--- src/rtl/adc_seq_pkg.sv ---
package adc_seq_pkg;

    typedef enum logic [2:0] {
        S_IDLE,
        S_IO,
        S_ARMED,
        S_DELAY,
        S_SAMPLE,
        S_SAR,
        S_LATCH
    } seq_state_t;

endpackage

--- src/rtl/adc_seq_edges.sv ---
module adc_seq_edges #(
    parameter int N = 2
) (
    input  logic         clk,
    input  logic         rst_n,
    input  logic [N-1:0] lvl,
    output logic [N-1:0] rise,
    output logic [N-1:0] fall
);

    for (genvar g = 0; g < N; g++) begin : g_sig
        logic q;

        always_ff @(posedge clk) begin
            if (!rst_n) begin
                q <= 1'b0;
            end else begin
                q <= lvl[g];
            end
        end

        assign rise[g] = lvl[g] & ~q;
        assign fall[g] = q & ~lvl[g];
    end

endmodule

--- src/rtl/adc_seq_io.sv ---
module adc_seq_io #(
    parameter int DW = 12
) (
    input  logic          clk,
    input  logic          rst_n,
    input  logic          io_active,
    input  logic          start_cs,
    input  logic          start_clk,
    input  logic          sclk_rise,
    input  logic          sclk_fall,
    input  logic          sdi,
    input  logic [DW-1:0] result,
    output logic          sdo,
    output logic [DW-1:0] in_word,
    output logic          io_end
);

    localparam int CW = $clog2(DW + 1);
    localparam logic [CW-1:0] LAST = CW'(DW);

    logic [DW-1:0] out_sr;
    logic [DW-1:0] in_sr;
    logic [CW-1:0] cnt;

    always_ff @(posedge clk) begin
        if (!rst_n) begin
            out_sr <= '0;
            in_sr  <= '0;
            cnt    <= '0;
        end else if (start_cs) begin
            out_sr <= result;
            in_sr  <= '0;
            cnt    <= '0;
        end else if (start_clk) begin
            out_sr <= result;
            in_sr  <= {{(DW-1){1'b0}}, sdi};
            cnt    <= CW'(1);
        end else if (io_active) begin
            if (sclk_rise && (cnt < LAST)) begin
                in_sr <= {in_sr[DW-2:0], sdi};
                cnt   <= cnt + CW'(1);
            end
            if (sclk_fall && (cnt != '0) && (cnt < LAST)) begin
                out_sr <= {out_sr[DW-2:0], 1'b0};
            end
        end
    end

    assign sdo     = out_sr[DW-1];
    assign in_word = in_sr;
    assign io_end  = io_active && sclk_fall && (cnt == LAST);


    cnt_bound_chk: assert property (@(posedge clk) disable iff (!rst_n)
        cnt <= LAST);

endmodule

--- src/rtl/adc_seq_sar.sv ---
module adc_seq_sar #(
    parameter int DW = 12
) (
    input  logic          clk,
    input  logic          rst_n,
    input  logic          init,
    input  logic          trial_en,
    input  logic          decide,
    input  logic          latch,
    input  logic          cmp_hi,
    output logic [DW-1:0] dac_code,
    output logic [DW-1:0] result,
    output logic          last_bit
);

    localparam int IW = $clog2(DW);

    logic [DW-1:0] work;
    logic [DW-1:0] result_q;
    logic [IW-1:0] idx;
    logic [DW-1:0] probe;
    logic [DW-1:0] trial;

    assign probe = {{(DW-1){1'b0}}, 1'b1} << idx;
    assign trial = work | probe;

    always_ff @(posedge clk) begin
        if (!rst_n) begin
            work     <= '0;
            result_q <= '0;
            idx      <= IW'(DW - 1);
        end else begin
            if (init) begin
                work <= '0;
                idx  <= IW'(DW - 1);
            end else if (decide) begin
                if (cmp_hi) begin
                    work <= trial;
                end
                if (idx != '0) begin
                    idx <= idx - IW'(1);
                end
            end
            if (latch) begin
                result_q <= work;
            end
        end
    end

    assign dac_code = trial_en ? trial : work;
    assign result   = result_q;
    assign last_bit = (idx == '0);


    result_hold_chk: assert property (@(posedge clk) disable iff (!rst_n)
        !latch |=> $stable(result_q));

endmodule

--- src/rtl/adc_seq_ctrl.sv ---
module adc_seq_ctrl
    import adc_seq_pkg::*;
#(
    parameter int DW        = 12,
    parameter int AW        = 4,
    parameter int OSC_DIV   = 4,
    parameter int START_DLY = 2
) (
    input  logic             clk,
    input  logic             rst_n,
    input  logic             cs_n,
    input  logic             cs_fall,
    input  logic             cs_rise,
    input  logic             sclk_rise,
    input  logic             io_end,
    input  logic [DW-1:0]    in_word,
    input  logic             sar_last,
    output logic             io_active,
    output logic             start_cs,
    output logic             start_clk,
    output logic             sar_init,
    output logic             sar_trial_en,
    output logic             sar_decide,
    output logic             sar_latch,
    output logic             status_n,
    output logic [AW-1:0]    chan_addr,
    output logic [DW-AW-1:0] ctrl_bits
);

    localparam int HALF      = OSC_DIV / 2;
    localparam int CMAX      = (START_DLY > OSC_DIV) ? START_DLY : OSC_DIV;
    localparam int TW        = $clog2(CMAX + 1);
    localparam int CONV_CLKS = START_DLY + (DW + 1) * OSC_DIV + HALF;
    localparam int CCW       = $clog2(CONV_CLKS + 1);

    seq_state_t state, state_d;
    logic [TW-1:0] tcnt;
    logic [AW-1:0] cfg_addr;
    logic [DW-AW-1:0] cfg_ctrl;
    logic period_end;
    logic conv_start;
    logic int_mode;
    logic in_conv;
    logic nxt_conv;

    assign period_end = (tcnt == TW'(OSC_DIV - 1));
    assign int_mode   = cfg_ctrl[0];

    always_comb begin
        in_conv = (state == S_DELAY) || (state == S_SAMPLE) ||
                  (state == S_SAR) || (state == S_LATCH);
        nxt_conv = (state_d == S_DELAY) || (state_d == S_SAMPLE) ||
                   (state_d == S_SAR) || (state_d == S_LATCH);
    end

    // next-state decision
    always_comb begin
        state_d = state;
        if (cs_fall) begin
            state_d = S_IO;
        end else begin
            unique case (state)
                S_IDLE: begin
                    state_d = S_IDLE;
                end
                S_IO: begin
                    if (cs_rise) begin
                        state_d = S_IDLE;
                    end else if (io_end) begin
                        state_d = S_DELAY;
                    end
                end
                S_ARMED: begin
                    if (cs_rise) begin
                        state_d = S_IDLE;
                    end else if (sclk_rise) begin
                        state_d = S_IO;
                    end
                end
                S_DELAY: begin
                    if (tcnt == TW'(START_DLY - 1)) begin
                        state_d = S_SAMPLE;
                    end
                end
                S_SAMPLE: begin
                    if (period_end) begin
                        state_d = S_SAR;
                    end
                end
                S_SAR: begin
                    if (period_end && sar_last) begin
                        state_d = S_LATCH;
                    end
                end
                S_LATCH: begin
                    if (tcnt == TW'(HALF - 1)) begin
                        state_d = cs_n ? S_IDLE : S_ARMED;
                    end
                end
                default: begin
                    state_d = S_IDLE;
                end
            endcase
        end
    end

    // strobes to the datapath
    always_comb begin
        io_active    = (state == S_IO);
        start_cs     = cs_fall;
        start_clk    = !cs_fall && !cs_rise && (state == S_ARMED) && sclk_rise;
        conv_start   = !cs_fall && !cs_rise && (state == S_IO) && io_end;
        sar_init     = conv_start;
        sar_trial_en = (state == S_SAR);
        sar_decide   = !cs_fall && (state == S_SAR) && period_end;
        sar_latch    = !cs_fall && (state == S_LATCH) && (tcnt == TW'(HALF - 1));
    end

    // state register and phase timer
    always_ff @(posedge clk) begin
        if (!rst_n) begin
            state <= S_IDLE;
            tcnt  <= '0;
        end else begin
            state <= state_d;
            if (!nxt_conv || (state_d != state) || (state == S_SAR && period_end)) begin
                tcnt <= '0;
            end else begin
                tcnt <= tcnt + TW'(1);
            end
        end
    end

    // registered outputs: status pin and configuration
    always_ff @(posedge clk) begin
        if (!rst_n) begin
            status_n <= 1'b1;
            cfg_addr <= '0;
            cfg_ctrl <= '0;
        end else if (cs_fall) begin
            status_n <= 1'b1;
        end else if (sar_latch) begin
            status_n <= !int_mode;
        end else if (conv_start) begin
            cfg_addr <= in_word[DW-1 -: AW];
            cfg_ctrl <= in_word[DW-AW-1:0];
            status_n <= in_word[0];
        end else if (sclk_rise && !cs_n && int_mode) begin
            status_n <= 1'b1;
        end
    end

    assign chan_addr = cfg_addr;
    assign ctrl_bits = cfg_ctrl;

    // conversion length watch
    logic [CCW-1:0] conv_clks;
    always_ff @(posedge clk) begin
        if (!rst_n) begin
            conv_clks <= '0;
        end else if (in_conv && nxt_conv) begin
            conv_clks <= conv_clks + CCW'(1);
        end else begin
            conv_clks <= '0;
        end
    end


    conv_len_chk: assert property (@(posedge clk) disable iff (!rst_n)
        sar_latch |-> (conv_clks == CCW'(CONV_CLKS - 1)));


    eoc_window_chk: assert property (@(posedge clk) disable iff (!rst_n)
        (!status_n && !int_mode) |-> in_conv);


    int_fall_chk: assert property (@(posedge clk) disable iff (!rst_n)
        ($fell(status_n) && int_mode) |-> ($past(state) == S_LATCH));

endmodule

--- src/rtl/adc_seq_top.sv ---
module adc_seq_top #(
    parameter int DW        = 12,
    parameter int AW        = 4,
    parameter int OSC_DIV   = 4,
    parameter int START_DLY = 2
) (
    input  logic             clk,
    input  logic             rst_n,
    input  logic             cs_n,
    input  logic             sclk,
    input  logic             sdi,
    input  logic             cmp_hi,
    output logic             sdo,
    output logic             sdo_oe,
    output logic             status_n,
    output logic [DW-1:0]    dac_code,
    output logic [AW-1:0]    chan_addr,
    output logic [DW-AW-1:0] ctrl_bits
);

    logic [1:0] ev_rise;
    logic [1:0] ev_fall;
    logic io_active, start_cs, start_clk;
    logic sar_init, sar_trial_en, sar_decide, sar_latch, sar_last;
    logic io_end;
    logic [DW-1:0] in_word;
    logic [DW-1:0] result;

    adc_seq_edges #(.N(2)) u_edges (
        .clk   (clk),
        .rst_n (rst_n),
        .lvl   ({cs_n, sclk}),
        .rise  (ev_rise),
        .fall  (ev_fall)
    );

    adc_seq_ctrl #(
        .DW(DW), .AW(AW), .OSC_DIV(OSC_DIV), .START_DLY(START_DLY)
    ) u_ctrl (
        .clk          (clk),
        .rst_n        (rst_n),
        .cs_n         (cs_n),
        .cs_fall      (ev_fall[1]),
        .cs_rise      (ev_rise[1]),
        .sclk_rise    (ev_rise[0]),
        .io_end       (io_end),
        .in_word      (in_word),
        .sar_last     (sar_last),
        .io_active    (io_active),
        .start_cs     (start_cs),
        .start_clk    (start_clk),
        .sar_init     (sar_init),
        .sar_trial_en (sar_trial_en),
        .sar_decide   (sar_decide),
        .sar_latch    (sar_latch),
        .status_n     (status_n),
        .chan_addr    (chan_addr),
        .ctrl_bits    (ctrl_bits)
    );

    adc_seq_io #(.DW(DW)) u_io (
        .clk       (clk),
        .rst_n     (rst_n),
        .io_active (io_active),
        .start_cs  (start_cs),
        .start_clk (start_clk),
        .sclk_rise (ev_rise[0]),
        .sclk_fall (ev_fall[0]),
        .sdi       (sdi),
        .result    (result),
        .sdo       (sdo),
        .in_word   (in_word),
        .io_end    (io_end)
    );

    adc_seq_sar #(.DW(DW)) u_sar (
        .clk      (clk),
        .rst_n    (rst_n),
        .init     (sar_init),
        .trial_en (sar_trial_en),
        .decide   (sar_decide),
        .latch    (sar_latch),
        .cmp_hi   (cmp_hi),
        .dac_code (dac_code),
        .result   (result),
        .last_bit (sar_last)
    );

    assign sdo_oe = !cs_n;

endmodule

--- config.mk ---
export PLATFORM = sky130hd
export DESIGN_NAME = adc_seq_top
export DESIGN_NICKNAME = d
export VERILOG_FILES = /design/src/rtl/adc_seq_pkg.sv /design/src/rtl/adc_seq_edges.sv /design/src/rtl/adc_seq_io.sv /design/src/rtl/adc_seq_sar.sv /design/src/rtl/adc_seq_ctrl.sv /design/src/rtl/adc_seq_top.sv
export SDC_FILE = /design/constraint.sdc
export NUM_CORES = 1
export LEC_CHECK = 0
export CORE_ASPECT_RATIO = 1.75
export CORE_MARGIN = 1
export CORE_UTILIZATION = 50
export DETAILED_ROUTE_END_ITERATION = 6
export PLACE_DENSITY = 0.7
export REMOVE_ABC_BUFFERS = 1
export SETUP_SLACK_MARGIN = 0.1
export SLEW_MARGIN = 20
export SYNTH_ARGS = -nofsm -noshare
export SYNTH_HDL_FRONTEND = slang
export SYNTH_SLANG_ARGS = --single-unit
export TNS_END_PERCENT = 30
--- constraint.sdc ---
create_clock -name clk -period 2.44 [get_ports clk]
set_input_delay 0.488 -clock clk [delete_from_list [all_inputs] [get_ports clk]]
set_output_delay 0.488 -clock clk [all_outputs]
set_load 0.01 [all_outputs]
# --- Yosys cells after proc, flatten, opt, wreduce, memory -nomap -nowiden ---
# Index checks and enable logic that the tools add are counted.
word_totals:
  ff_bits: 77
  in_bits: 6
  output_inout_bits: 27
  word_cells: 117
classes:
  add_sub_neg: 3
  n_lt_le_gt_ge: 1
  eq_ne: 14
  n_shift: 1
  muxes: 25
  n_bitwise: 12
  n_reduce_logical: 46
ops:
  columns: ["operator", "n"]
  rows:
  - ["2-to-1 mux 12 bit", 5]
  - ["2-to-1 mux 3 bit", 9]
  - ["equality test 3 bit, second input constant", 6]
  - ["logical AND 1 bit", 18]
  - ["case mux 3 bit (6 select lines)", 1]
  - ["equality test 3 x 2 -> 1 bit, second input constant", 4]
  - ["OR 12 bit", 1]
  - ["left shift 1 x 4 -> 12 bit, first input constant", 1]
  - ["AND reduction 2 bit", 5]
  - ["2-to-1 mux 1 bit", 9]
  - ["nonzero test 3 bit", 3]
  - ["nonzero test 4 bit", 2]
  - ["inverter 1 bit", 7]
  - ["equality test 3 x 1 -> 1 bit, second input constant", 2]
  - ["OR reduction 2 bit", 3]
  - ["zero test 1 bit", 5]
  - ["logical OR 1 bit", 5]
  - ["adder 4 x 1 -> 4 bit, second input constant", 1]
  - ["AND 1 bit", 4]
  - ["equality test 4 bit, second input constant", 1]
  - ["zero test 4 bit", 1]
  - ["less-than comparator 4 bit, second input constant", 1]
  - ["nonzero test 2 bit", 2]
  - ["subtractor 4 x 1 -> 4 bit, second input constant", 1]
  - ["other kinds (5)", 5]

# --- Logic depth before layout (Yosys ltp) ---
logic_depth:
  depth_word: 16
  mapped_depth: 7
  depth_no_buf: 6

# --- Hierarchy ---
# From an unflattened synthesis, not the netlist that was laid out.
unflattened:
  cells_unflattened: 392
  hier_area_um2: 3448.3
by_module_without_submodules:
  columns: ["module", "n_inst", "cells_per_inst", "area_each_um2", "seq_area_each_um2"]
  rows:
  - ["adc_seq_sar", 1, 122, 1222.4, 560.5]
  - ["adc_seq_io", 1, 135, 1161.1, 560.5]
  - ["adc_seq_ctrl", 1, 126, 983.4, 380.4]
  - ["adc_seq_edges", 1, 8, 77.6, 40.0]
  - ["adc_seq_top", 1, 1, 3.8, 0.0]

# --- Worst setup path after synthesis ---
# No wires, ideal clock.
synth_timing:
  kind: "in2reg"
  startpoint: "input port cs_n"
  endpoint: "register u_sar.idx[1]"
  setup_time_ps: 120
  t_arrival_ps: 1871
  required_time_ps: 2320
  setup_slack_ps: 449
  stages: 6
  path_buffers: 1
  cell_sequence: "inv_1 -> ha_1 -> nand2b_1 -> clkbuf_1 -> or3_1 -> a211o_1"
synth_between:
  elab_chain_len: 7
  elab_cells_between_ends: 12
  classes_between: "bitwise: 3; reduce/logical: 9"
synth_rtl:
  columns: ["item", "line_no", "rtl"]
  rows:
  - ["start, declared", "adc_seq_top.sv:9", "input logic cs_n,"]
  - ["inverter 1 bit", "adc_seq_edges.sv:23", "assign fall[g] = q & ~lvl[g];"]
  - ["AND 1 bit", "adc_seq_edges.sv:23", null]
  - ["zero test 1 bit", "adc_seq_ctrl.sv:112, adc_seq_ctrl.sv:115", null]
  - ["logical AND 1 bit (3 in series)", "adc_seq_ctrl.sv:112", "conv_start = !cs_fall && !cs_rise && (state == S_IO) && io_end;"]
  - ["OR reduction 2 bit (no line)", null, null]
  - ["end signal, assigned", "adc_seq_sar.sv:31", "idx <= IW'(DW - 1);"]
  - ["end signal, assigned", "adc_seq_sar.sv:35", "idx <= IW'(DW - 1);"]
  - ["end signal, assigned", "adc_seq_sar.sv:41", "idx <= idx - IW'(1);"]
  - ["end, declared", "adc_seq_sar.sv:20", "logic [IW-1:0] idx;"]
# Several ways; a longest one is shown, not always the timed one.
# A chain may end at the register's enable or synchronous reset.

# --- Final worst setup path ---
layout_timing:
  startpoint: "register u_ctrl.state[1]"
  endpoint: "output port dac_code[10]"
layout_between:
  elab_chain_len: 2
layout_rtl:
  columns: ["item", "line_no", "rtl"]
  rows:
  - ["start, declared", "adc_seq_ctrl.sv:36", "seq_state_t state, state_d;"]
  - ["start signal, assigned", "adc_seq_ctrl.sv:125", "state <= state_d;"]
  - ["equality test 3 bit", null, null]
  - ["2-to-1 mux 12 bit", "adc_seq_sar.sv:50", "assign dac_code = trial_en ? trial : work;"]
  - ["end, declared", "adc_seq_top.sv:16", "output logic [DW-1:0] dac_code,"]
# No other way between the ends.

==> flow_summary.toml <==
[final_layout]
instances_no_fill = 524
nets = 453
diodes = 0
final_area_um2 = 4440
area_growth_pct = 22.3
drive_gt1_share_pct = 14.5

[floorplan]
num_rows = 40
die_h_um = 115
die_area_um2 = 7620
coreArea_um2 = 6960
start_util_pct = 52.2
io_pins = 33
dieWidth_um = 66.4

[worst_setup_path]
ff2ff_path_depth = 7
cp_slowest_cell = "clkdlybuf4s50_1"
reg2reg_slack_ns = 0.43
crit_type = "flop to output pin"
r2r_start = "u_sar.idx[1]"
cp-start-kind = "flop"
path_max_fanout = 8
cpPeakStageDelay_ns = 0.53
end_kind = "output pin"
timing.rr.end = "u_ctrl.tcnt[2]"
worstPathRequired_ns = 1.95
path_cells = "nand3b_4, nor2_2, a21o_1, clkdlybuf4s50_1"
arrival_ns = 1.83

[global_routing]
grt_pass1_vias = 2695
antenna_found_initial = 0
overflow = 0
grt_max_degree = 28
grt_use_total_pct = 22.3
grt_pass1_wl_um = 12600

[clock_network]
worstSkewPairLatency_ns = 0.34
h-tree-depth = 3
cts_max_path_buffers = 2
tritoncts = "done"
cts-root-buf = "clkbuf_16"
clkSinkCount = 77
cts_buffers = 9
path_clk_slew_ns = 0.06

[timing]
relSlewSlack_pct = 64.1
finalClockSkew_ns = 0.00594
report.final.slew_viol_count = 0
period_share_pct = 95.2
fmax_mhz = 431
worst_pin_slew_ns = 0.538
hold_viol = 0
fin_crit_ns = 2.32
setup_viol = 0
rsz0062_at_grt = "true"

[detailed_routing]
drc = 0
wirelength_um = 7650
vias = 2853
drt_pass1_iterations = 4
wl_per_cell_um = 14.6
drtIter0Drc = 122
postRouteAntennaNets = 0
vias_per_cell = 5.44

[power_and_ir_drop]
power_density_nw_per_um2 = 620
max-vdd-ir-drop_mv = 0.417
p_leak_nw = 1.99

[placement]
place.port_buffers = 32
dpl.cell_count = 507
globalplace.congestion = 0.824
dpl-instance-area_um2 = 4090
place_hpwl_um = 5490

[yosys]
syn_area_um2 = 3630
ys_warn_count = 0
async_flop_share_pct = 0
synth_cell_types = 55
synth_seq_cells = 77
synth_cells = 393
post_synth.cell_area_avg_um2 = 9.24
synth_edf_count = 0
ys.flop_type = "dfxtp_1"
yosysSeqAreaShare_pct = 42.4

[worst_hold_path]
worstHoldPathType = "flop to flop"
holdPathStages = 2
holdPathEnd = "u_io.in_word[11]"
min_from = "u_io.in_word[11]"

[outcome]
status = "complete, no violations"

[run]
maxCapViolations = 0
-- worst max-delay path by stage --
stage                          startpoint               to  slack (ns)
after CTS                 u_ctrl.state[1]      dac_code[6]        0.07
final                     u_ctrl.state[1]     dac_code[10]        0.12
after global routing      u_ctrl.state[1]     dac_code[10]        0.05
after global placement               cs_n    u_sar.work[2]        0.04
after detailed placement             cs_n   u_ctrl.tcnt[2]       -0.02
after floorplan           u_ctrl.state[0]  u_io.out_sr[10]        0.36
-- state kept, by name (all words and copies together), names as in the netlist --
| signal | flops |
|---|---|
| u_io.in_word | 12 |
| u_io.out_sr | 12 |
| u_sar.result | 12 |
| u_sar.work | 12 |
| u_ctrl.ctrl_bits | 8 |
| u_ctrl.chan_addr | 4 |
| u_io.cnt | 4 |
| u_sar.idx | 4 |
| u_ctrl.state | 3 |
| u_ctrl.tcnt | 3 |
| u_edges.g_sig.q | 2 |
| u_ctrl.status_n | 1 |
-- layer usage --
metal	GRT usage (%)	up-vias	routed length (um)
li1	-	1454	-
met1	24.4	1336	3070
met2	39.5	49	4190
met3	5.16	14	224
met4	10.5	0	163
met5	0	-	0
-- final cells by class --
type / count / area [um^2]
clock buffer: 11 / 253
clock inverter: 5 / 58.8
fill: 598 / 2520
inverter: 12 / 45.0
multi-input combinational: 282 / 1940
sequential: 77 / 1550
tap: 84 / 105
timing repair buffer: 53 / 489
-- critical path: cells and delay by family (launching register included) --
family                 cells  cell delay, ns
buffers and inverters      1            0.53
AND/OR/NAND/NOR            2            0.43
flip-flops                 1            0.37
AO/OA/AOI/OAI              1            0.16
-- power by group --
part	internal (mW)	switching [mW]	total, mW
registers	1.27	0.00727	1.28
clock network	0.847	0.518	1.36
logic	0.0450	0.0656	0.111
-- synthesized netlist by cell type (2+ instances only) --
master	n	area share, %
o22ai_1	2	0.34
nor2b_1	17	2.9
nand4_1	3	0.52
a2111oi_1	4	1.1
clkbuf_1	9	0.93
dfxtp_1	77	42
and2b_1	2	0.41
nor3b_2	2	0.69
nand3b_4	3	1.7
nand3_1	8	1.1
buf_6	2	0.62
a21o_1	11	2.3
and2_1	2	0.34
o21ai_0	13	1.8
nor4_1	2	0.34
nand2_1	52	5.4
and3_1	5	0.86
buf_4	6	1.2
or3_1	3	0.52
or3b_1	2	0.48
xnor2_1	5	1.2
ha_1	12	4.1
nor3_1	2	0.28
buf_2	5	0.69
a21oi_1	40	5.5
inv_1	12	1.2
a31o_2	2	0.48
nor4_2	2	0.69
mux2i_1	36	9.9
nand2b_1	5	0.86
a21bo_1	2	0.55
nor2_1	22	2.3
-- per-stage QoR --
stage	setup WS [ns]	hold slack (ns)	utilization [%]	power (mW)	setup TNS (ns)
3_3_place_gp	0.0423	0.442	58.8	1.41	0
5_1_grt	0.0456	0.472	63.8	2.84	0
2_1_floorplan	0.357	0.435	-	1.36	0
6_report	0.118	0.456	63.8	2.75	0
3_5_place_dp	-0.0193	0.445	58.8	1.42	-0.0518
4_1_cts	0.0687	0.456	63.7	2.78	0
-- repair_timing --
item,CTS,global route
gates resized for setup,10,4
setup endpoints to repair,12,11
buffers inserted,1,0
hold buffers,0,0
-- kinds of logic after synthesis --
kind of cell,after synthesis,share of synthesized area (%)
muxes,36,9.92
DFF,77,42.4
AOI/OAI and AO/OA,88,15.6
and+or+nand+nor,140,21.7
xor gates and xnor gates,6,1.45
adders and majority gates,12,4.13
buffers and inverters,34,4.72
-- layout by cell type, fill, tap and decap left out, drive strengths merged, types with 2 or more instances in the layout --
cell type / n
nor3b: 3
a21o: 11
nor2b: 17
nand2: 52
a21oi: 41
dfxtp: 77
and2: 2
nand2b: 5
inv: 12
clkbuf: 11
mux2i: 36
ha: 12
clkinv: 2
nor2: 22
nand3: 8
or3b: 2
nor4: 4
nor3: 3
and3: 5
and2b: 2
nand4: 4
a2111oi: 4
or3: 3
nor4bb: 2
a21bo: 2
clkinvlp: 2
a31o: 3
o22ai: 2
xnor2: 5
buf: 22
dlymetal6s2s: 2
o21ai: 14
nand3b: 3
clkdlybuf4s50: 28
Power figures use the tool's default switching activity.
